File: config.mk
export PLATFORM = sky130hd
export DESIGN_NAME = uart_fifo_pair
export DESIGN_NICKNAME = d
export VERILOG_FILES = /design/src/rtl/uart_fifo_pkg.sv /design/src/rtl/ufp_ctl.sv /design/src/rtl/ufp_fifo.sv /design/src/rtl/uart_fifo_pair.sv
export SDC_FILE = /design/constraint.sdc
export NUM_CORES = 1
export LEC_CHECK = 0
export BUFFER_PORTS_ARGS = -buffer_cell sky130_fd_sc_hd__buf_2
export CAP_MARGIN = 20
export CELL_PAD_IN_SITES_DETAIL_PLACEMENT = 0
export CELL_PAD_IN_SITES_GLOBAL_PLACEMENT = 1
export CORE_MARGIN = 1
export CORE_UTILIZATION = 40
export DETAILED_ROUTE_END_ITERATION = 6
export PLACE_DENSITY = 0.6
export SLEW_MARGIN = 0
export SYNTH_ARGS = -nofsm -noshare
export SYNTH_HDL_FRONTEND = slang
export SYNTH_HIERARCHICAL = 1
export SYNTH_SLANG_ARGS = --single-unit
File: constraint.sdc
create_clock -name clk -period 3.02 [get_ports clk]
set_clock_uncertainty 0.15 [all_clocks]
set_input_delay 0.302 -clock clk [delete_from_list [all_inputs] [get_ports clk]]
set_output_delay 0.302 -clock clk [all_outputs]
set_load 0.01 [all_outputs]
File: src/rtl/uart_fifo_pkg.sv
package uart_fifo_pkg;
    localparam int TX_WIDTH   = 8;
    localparam int RX_WIDTH   = 10;
    localparam int QDEPTH     = 16;
    localparam int AE_LEVEL   = 4;
    localparam int AF_LEVEL   = 12;
    localparam int CTL_W      = 4;
    localparam int BIT_QMODE  = 0;
    localparam int BIT_TXFL   = 2;
    localparam int BIT_RXFL   = 3;

    typedef struct packed {
        logic qmode;
        logic tx_pend;
        logic rx_pend;
    } ctl_state_t;
endpackage

File: src/rtl/ufp_ctl.sv
module ufp_ctl
    import uart_fifo_pkg::*;
(
    input  logic             clk,
    input  logic             rst_n,
    input  logic             we,
    input  logic [CTL_W-1:0] wdata,
    output logic [CTL_W-1:0] rdata,
    output logic             qmode,
    output logic             tx_flush,
    output logic             rx_flush
);
    ctl_state_t s_d, s_q;
    logic ctl_unused;

    assign ctl_unused = wdata[1];

    always_comb begin
        s_d = s_q;
        // a pending flush is carried out during this cycle, then drops
        if (s_q.tx_pend) s_d.tx_pend = 1'b0;
        if (s_q.rx_pend) s_d.rx_pend = 1'b0;
        if (we) begin
            s_d.qmode = wdata[BIT_QMODE];
            if (wdata[BIT_TXFL]) s_d.tx_pend = 1'b1;
            if (wdata[BIT_RXFL]) s_d.rx_pend = 1'b1;
        end
    end

    always_ff @(posedge clk or negedge rst_n) begin
        if (!rst_n) s_q <= '0;
        else        s_q <= s_d;
    end

    always_comb begin
        rdata            = '0;
        rdata[BIT_QMODE] = s_q.qmode;
        rdata[BIT_TXFL]  = s_q.tx_pend;
        rdata[BIT_RXFL]  = s_q.rx_pend;
    end

    assign qmode    = s_q.qmode;
    assign tx_flush = s_q.tx_pend;
    assign rx_flush = s_q.rx_pend;


    txfl_selfclear_chk: assert property (@(posedge clk) disable iff (!rst_n)
        (s_q.tx_pend && !(we && wdata[BIT_TXFL])) |=> !s_q.tx_pend);

    rxfl_selfclear_chk: assert property (@(posedge clk) disable iff (!rst_n)
        (s_q.rx_pend && !(we && wdata[BIT_RXFL])) |=> !s_q.rx_pend);
endmodule

File: src/rtl/ufp_fifo.sv
module ufp_fifo #(
    parameter int W      = 8,
    parameter int DEPTH  = 16,
    parameter int AE_LVL = 4,
    parameter int AF_LVL = 12,
    localparam int PW    = (DEPTH > 1) ? $clog2(DEPTH) : 1,
    localparam int CW    = $clog2(DEPTH + 1)
) (
    input  logic          clk,
    input  logic          rst_n,
    input  logic          flush,
    input  logic          single,
    input  logic          push,
    input  logic [W-1:0]  push_data,
    input  logic          pop,
    output logic [W-1:0]  head,
    output logic [CW-1:0] count,
    output logic          empty,
    output logic          full,
    output logic          almost_empty,
    output logic          almost_full,
    output logic          push_lost,
    output logic          pop_lost
);
    typedef struct packed {
        logic [DEPTH-1:0][W-1:0] mem;
        logic [PW-1:0]           wr;
        logic [PW-1:0]           rd;
        logic [CW-1:0]           cnt;
        logic                    push_lost;
        logic                    pop_lost;
    } fifo_state_t;

    fifo_state_t s_d, s_q;
    logic pop_ok, push_ok;

    function automatic logic [PW-1:0] bump(input logic [PW-1:0] p);
        if (p == PW'(DEPTH - 1)) return '0;
        return p + PW'(1);
    endfunction

    assign empty        = (s_q.cnt == '0);
    assign full         = single ? (s_q.cnt != '0) : (s_q.cnt >= CW'(DEPTH));
    assign almost_empty = (s_q.cnt <= CW'(AE_LVL));
    assign almost_full  = (s_q.cnt >= CW'(AF_LVL));
    assign pop_ok       = pop && !empty;
    assign push_ok      = push && (!full || pop_ok);

    always_comb begin
        s_d = s_q;
        s_d.push_lost = 1'b0;
        s_d.pop_lost  = 1'b0;
        if (flush) begin
            s_d.wr  = '0;
            s_d.rd  = '0;
            s_d.cnt = '0;
        end else begin
            s_d.push_lost = push && !push_ok;
            s_d.pop_lost  = pop && empty;
            if (push_ok) begin
                s_d.mem[s_q.wr] = push_data;
                s_d.wr          = bump(s_q.wr);
            end
            if (pop_ok) s_d.rd = bump(s_q.rd);
            case ({push_ok, pop_ok})
                2'b10:   s_d.cnt = s_q.cnt + CW'(1);
                2'b01:   s_d.cnt = s_q.cnt - CW'(1);
                default: s_d.cnt = s_q.cnt;
            endcase
        end
    end

    always_ff @(posedge clk or negedge rst_n) begin
        if (!rst_n) s_q <= '0;
        else        s_q <= s_d;
    end

    assign head      = s_q.mem[s_q.rd];
    assign count     = s_q.cnt;
    assign push_lost = s_q.push_lost;
    assign pop_lost  = s_q.pop_lost;


    cnt_bound_chk: assert property (@(posedge clk) disable iff (!rst_n)
        s_q.cnt <= CW'(DEPTH));

    lost_push_chk: assert property (@(posedge clk) disable iff (!rst_n)
        (push && full && !pop && !flush) |=> (push_lost && $stable(s_q.cnt)));

    lost_pop_chk: assert property (@(posedge clk) disable iff (!rst_n)
        (pop && empty && !push && !flush) |=> (pop_lost && s_q.cnt == '0));

    full_swap_chk: assert property (@(posedge clk) disable iff (!rst_n)
        (push && pop && full && !flush) |=> (!push_lost && $stable(s_q.cnt)));
endmodule

File: src/rtl/uart_fifo_pair.sv
module uart_fifo_pair
    import uart_fifo_pkg::*;
#(
    parameter int DEPTH  = QDEPTH,
    parameter int TXW    = TX_WIDTH,
    parameter int RXW    = RX_WIDTH,
    parameter int AE_LVL = AE_LEVEL,
    parameter int AF_LVL = AF_LEVEL
) (
    input  logic             clk,
    input  logic             rst_n,
    input  logic             ctl_we,
    input  logic [CTL_W-1:0] ctl_wdata,
    output logic [CTL_W-1:0] ctl_rdata,
    input  logic             err_on_empty,
    input  logic             host_tx_we,
    input  logic [7:0]       host_tx_data,
    input  logic             host_rx_re,
    output logic [9:0]       host_rx_data,
    output logic             host_rx_err,
    output logic [15:0]      fifo_index,
    input  logic             txs_pop,
    output logic [7:0]       txs_data,
    output logic             txs_avail,
    input  logic             rxs_push,
    input  logic [9:0]       rxs_data,
    output logic             tx_almost_empty,
    output logic             tx_empty,
    output logic             tx_underrun,
    output logic             rx_almost_full,
    output logic             rx_full,
    output logic             rx_overrun
);
    localparam int CW   = $clog2(DEPTH + 1);
    localparam int PADW = 8 - CW;

    logic          qmode, tx_flush, rx_flush;
    logic [CW-1:0] tx_cnt, rx_cnt;
    logic          rx_empty, tx_host_drop, rx_read_lost;
    logic          rx_ae_unused, tx_af_unused, tx_full_unused;

    ufp_ctl u_ctl (
        .clk(clk), .rst_n(rst_n), .we(ctl_we), .wdata(ctl_wdata),
        .rdata(ctl_rdata), .qmode(qmode),
        .tx_flush(tx_flush), .rx_flush(rx_flush)
    );

    ufp_fifo #(.W(TXW), .DEPTH(DEPTH), .AE_LVL(AE_LVL), .AF_LVL(AF_LVL)) u_txq (
        .clk(clk), .rst_n(rst_n), .flush(tx_flush), .single(!qmode),
        .push(host_tx_we), .push_data(host_tx_data), .pop(txs_pop),
        .head(txs_data), .count(tx_cnt), .empty(tx_empty), .full(tx_full_unused),
        .almost_empty(tx_almost_empty), .almost_full(tx_af_unused),
        .push_lost(tx_host_drop), .pop_lost(tx_underrun)
    );

    ufp_fifo #(.W(RXW), .DEPTH(DEPTH), .AE_LVL(AE_LVL), .AF_LVL(AF_LVL)) u_rxq (
        .clk(clk), .rst_n(rst_n), .flush(rx_flush), .single(!qmode),
        .push(rxs_push), .push_data(rxs_data), .pop(host_rx_re),
        .head(host_rx_data), .count(rx_cnt), .empty(rx_empty), .full(rx_full),
        .almost_empty(rx_ae_unused), .almost_full(rx_almost_full),
        .push_lost(rx_overrun), .pop_lost(rx_read_lost)
    );

    assign txs_avail   = !tx_empty;
    assign host_rx_err = host_rx_re && rx_empty && err_on_empty;
    assign fifo_index  = {{PADW{1'b0}}, rx_cnt, {PADW{1'b0}}, tx_cnt};


    tx_drop_chk: assert property (@(posedge clk) disable iff (!rst_n)
        tx_host_drop |-> fifo_index[4:0] != 5'd0);

    rx_empty_read_chk: assert property (@(posedge clk) disable iff (!rst_n)
        (host_rx_re && rx_empty && !rxs_push) |=> (rx_read_lost && fifo_index[12:8] == 5'd0));
endmodule

==> results.ini <==
[run_status]
status=finished clean

[cells_and_area]
final_area_mm2=0.0181
antenna_cells=0
syn_to_final_growth_pct=15.1
drive_gt1_frac=0.517
nets=1165
final_cells=1666

[sta]
finalHoldViolCount=0
clock.fmax_mhz=338
relSlewSlack=0.365
drv_slew=0
tightest_slew_ps=952
finalSetupViolCount=0
min_period_over_period=0.979
period_minus_slack_ps=2960

[routing]
highest_layer=met5
vias=9049
first_pass_iters=5
vias_per_cell=5.43
postRouteAntennaNets=0
routed_wl_um=36500
met1Wirelength_um=18000
dr_wl_met2_um=16500
wire_per_inst_um=21.9
dr_wl_met3_um=1260
drc=0
drt_first_iter_violations=504

[cts]
cts_htree_levels=2
cts_tree=done
cts_buffers=37
cts_buffer_depth=3
clkSlewWorstSetupHoldPaths_ps=60
clkSinkCount=319
clk_latency_ps=520
clock-root-buffer=clkbuf_16

[place]
dp.cells=1585
dp_hpwl_um=22900
port_buffers=67
post_dp_cell_area_mm2=0.0167
gp_congestion=0.789

[grt]
grt_start_max_net_pins=85
grt_pass1_wl_um=58200
grt_antenna_before_repair=3
overflow=0
grt_pass1_vias=9563
grt_util_all_layers=0.188

[setup_path]
slowest_delay_ps=560
r2r_slack_ps=320
crit_slowest_cell=mux4_2
crit_cells=4
path_cells=buf_12 -> mux4_2 -> mux4_2 -> buf_2
crit_path_end_kind=primary output
critPathMaxFanout=17
critPathLaunchType=flop
cpLargestDelayFamily=multiplexers
crit_type=flop to primary output
worstPathArrival_ps=2500
crit_top_cell=mux4_2
reg2reg_depth=8
cp_num_buf_inv=2
crit_required_ps=2570

[power_and_ir_drop]
switching_power_mw=4.62
power_leakage_nw=8.46
switching_share=0.299
power.internal_mw=10.8
p_comb_frac=0.316
pwr-share-seq=0.381
power_density_mw_per_mm2=851
vdd.ir_drop.worst_v=0.000466
clockPowerShare=0.303

[die]
die_w_um=201
core_area_mm2=0.0387
fp.dieH_um=201
io_pins=76
die-area_mm2=0.0402
rows=72
initial_core_util=0.407

[run]
cap_violations=0

[worst_hold_path]
hp-class=primary input to flop
whs_path_depth=2

[logic_synthesis]
ys_warn_count=6
netlist_area_mm2=0.0158
syn-instance-count=1045
synth.avg_cell_area_um2=15.1

[layer usage]
metal,up-vias,GRT usage
met3,47,0.0310
met2,143,0.286
met1,4822,0.281
met4,4,0.0477
li1,4033,-
met5,-,0
[cell usage in the layout (no fill, tap or decap), types with 3 or more instances in the layout]
cell type	instances
nor3_4	8
dfrtp_1	316
dfrtp_2	3
clkinv_2	4
nand2b_1	6
mux4_2	90
mux2_2	226
nor2b_1	6
o2111ai_1	4
nand2_1	29
buf_4	48
nand4_2	8
a31oi_1	4
clkbuf_16	37
buf_2	65
o211ai_1	6
a21oi_1	22
ha_1	14
o21ai_0	12
or4_1	4
nor3_1	11
or3_1	22
clkbuf_8	10
clkbuf_1	8
o31ai_1	4
mux2_4	65
nor2_1	14
nand3_1	8
bufinv_16	5
inv_1	16
dlygate4sd3_1	10
buf_12	8
nand4_1	4
conb_1	7
[per-stage QoR]
stage	power (mW)	worst slack (ps)	hold slack, ps	util	setup TNS (ps)
final	15.4	64.6	90.4	0.468	0
after detailed placement	10.8	325	102	0.431	0
after CTS	15.6	0.0429	62.5	0.468	0
after global placement	10.7	325	103	0.431	0
after floorplan	9.29	450	-144	-	0
after global routing	16.3	-1.77	96.2	0.468	-1.77
[power by group through the flow]
stage	Clock (mW)	Combinational, mW	Sequential (mW)
4_1_cts	4.85	4.91	5.88
3_5_place_dp	0	4.81	5.96
5_1_grt	5.00	5.30	6.02
3_3_place_gp	0	4.76	5.94
2_1_floorplan	0	3.63	5.66
6_report	4.69	4.87	5.88
[layout make-up]
| class | count | area [um2] |
|---|---|---|
| clock inverter | 11 | 188 |
| multi-input combinational | 613 | 7170 |
| clock buffer | 55 | 1090 |
| tap | 518 | 648 |
| fill | 3447 | 20600 |
| sequential | 319 | 7990 |
| inverter | 16 | 60.1 |
| timing repair buffer | 134 | 1000 |
[flip-flops by register name, indices dropped and copies added (netlist names)]
name,count
u_ctl/qmode,1
u_ctl/rx_flush,1
u_ctl/tx_flush,1
u_rxq/count,5
u_rxq/push_lost,1
u_rxq/s_q,168
u_txq/count,5
u_txq/pop_lost,1
u_txq/s_q,136
[final timing paths]
path                           startpoint              end
min                           rxs_data[5]    u_rxq/s_q[60]
max in group asynchronous           rst_n   u_rxq/s_q[149]
min reg2reg                 u_rxq/s_q[37]    u_rxq/s_q[37]
max reg2reg                u_txq/count[3]   u_txq/count[2]
max                          u_rxq/s_q[7]  host_rx_data[5]
min in group asynchronous           rst_n   u_txq/count[4]
[timing repair]
action                                 CTS  global route
hold buffers                            10             0
gates cloned                             1             0
setup endpoints to repair                6             6
endpoints found under the hold margin   56             0
resized for setup                        0             2
setup buffers                            2             2
No activity file was read; power rests on OpenSTA's default activity.
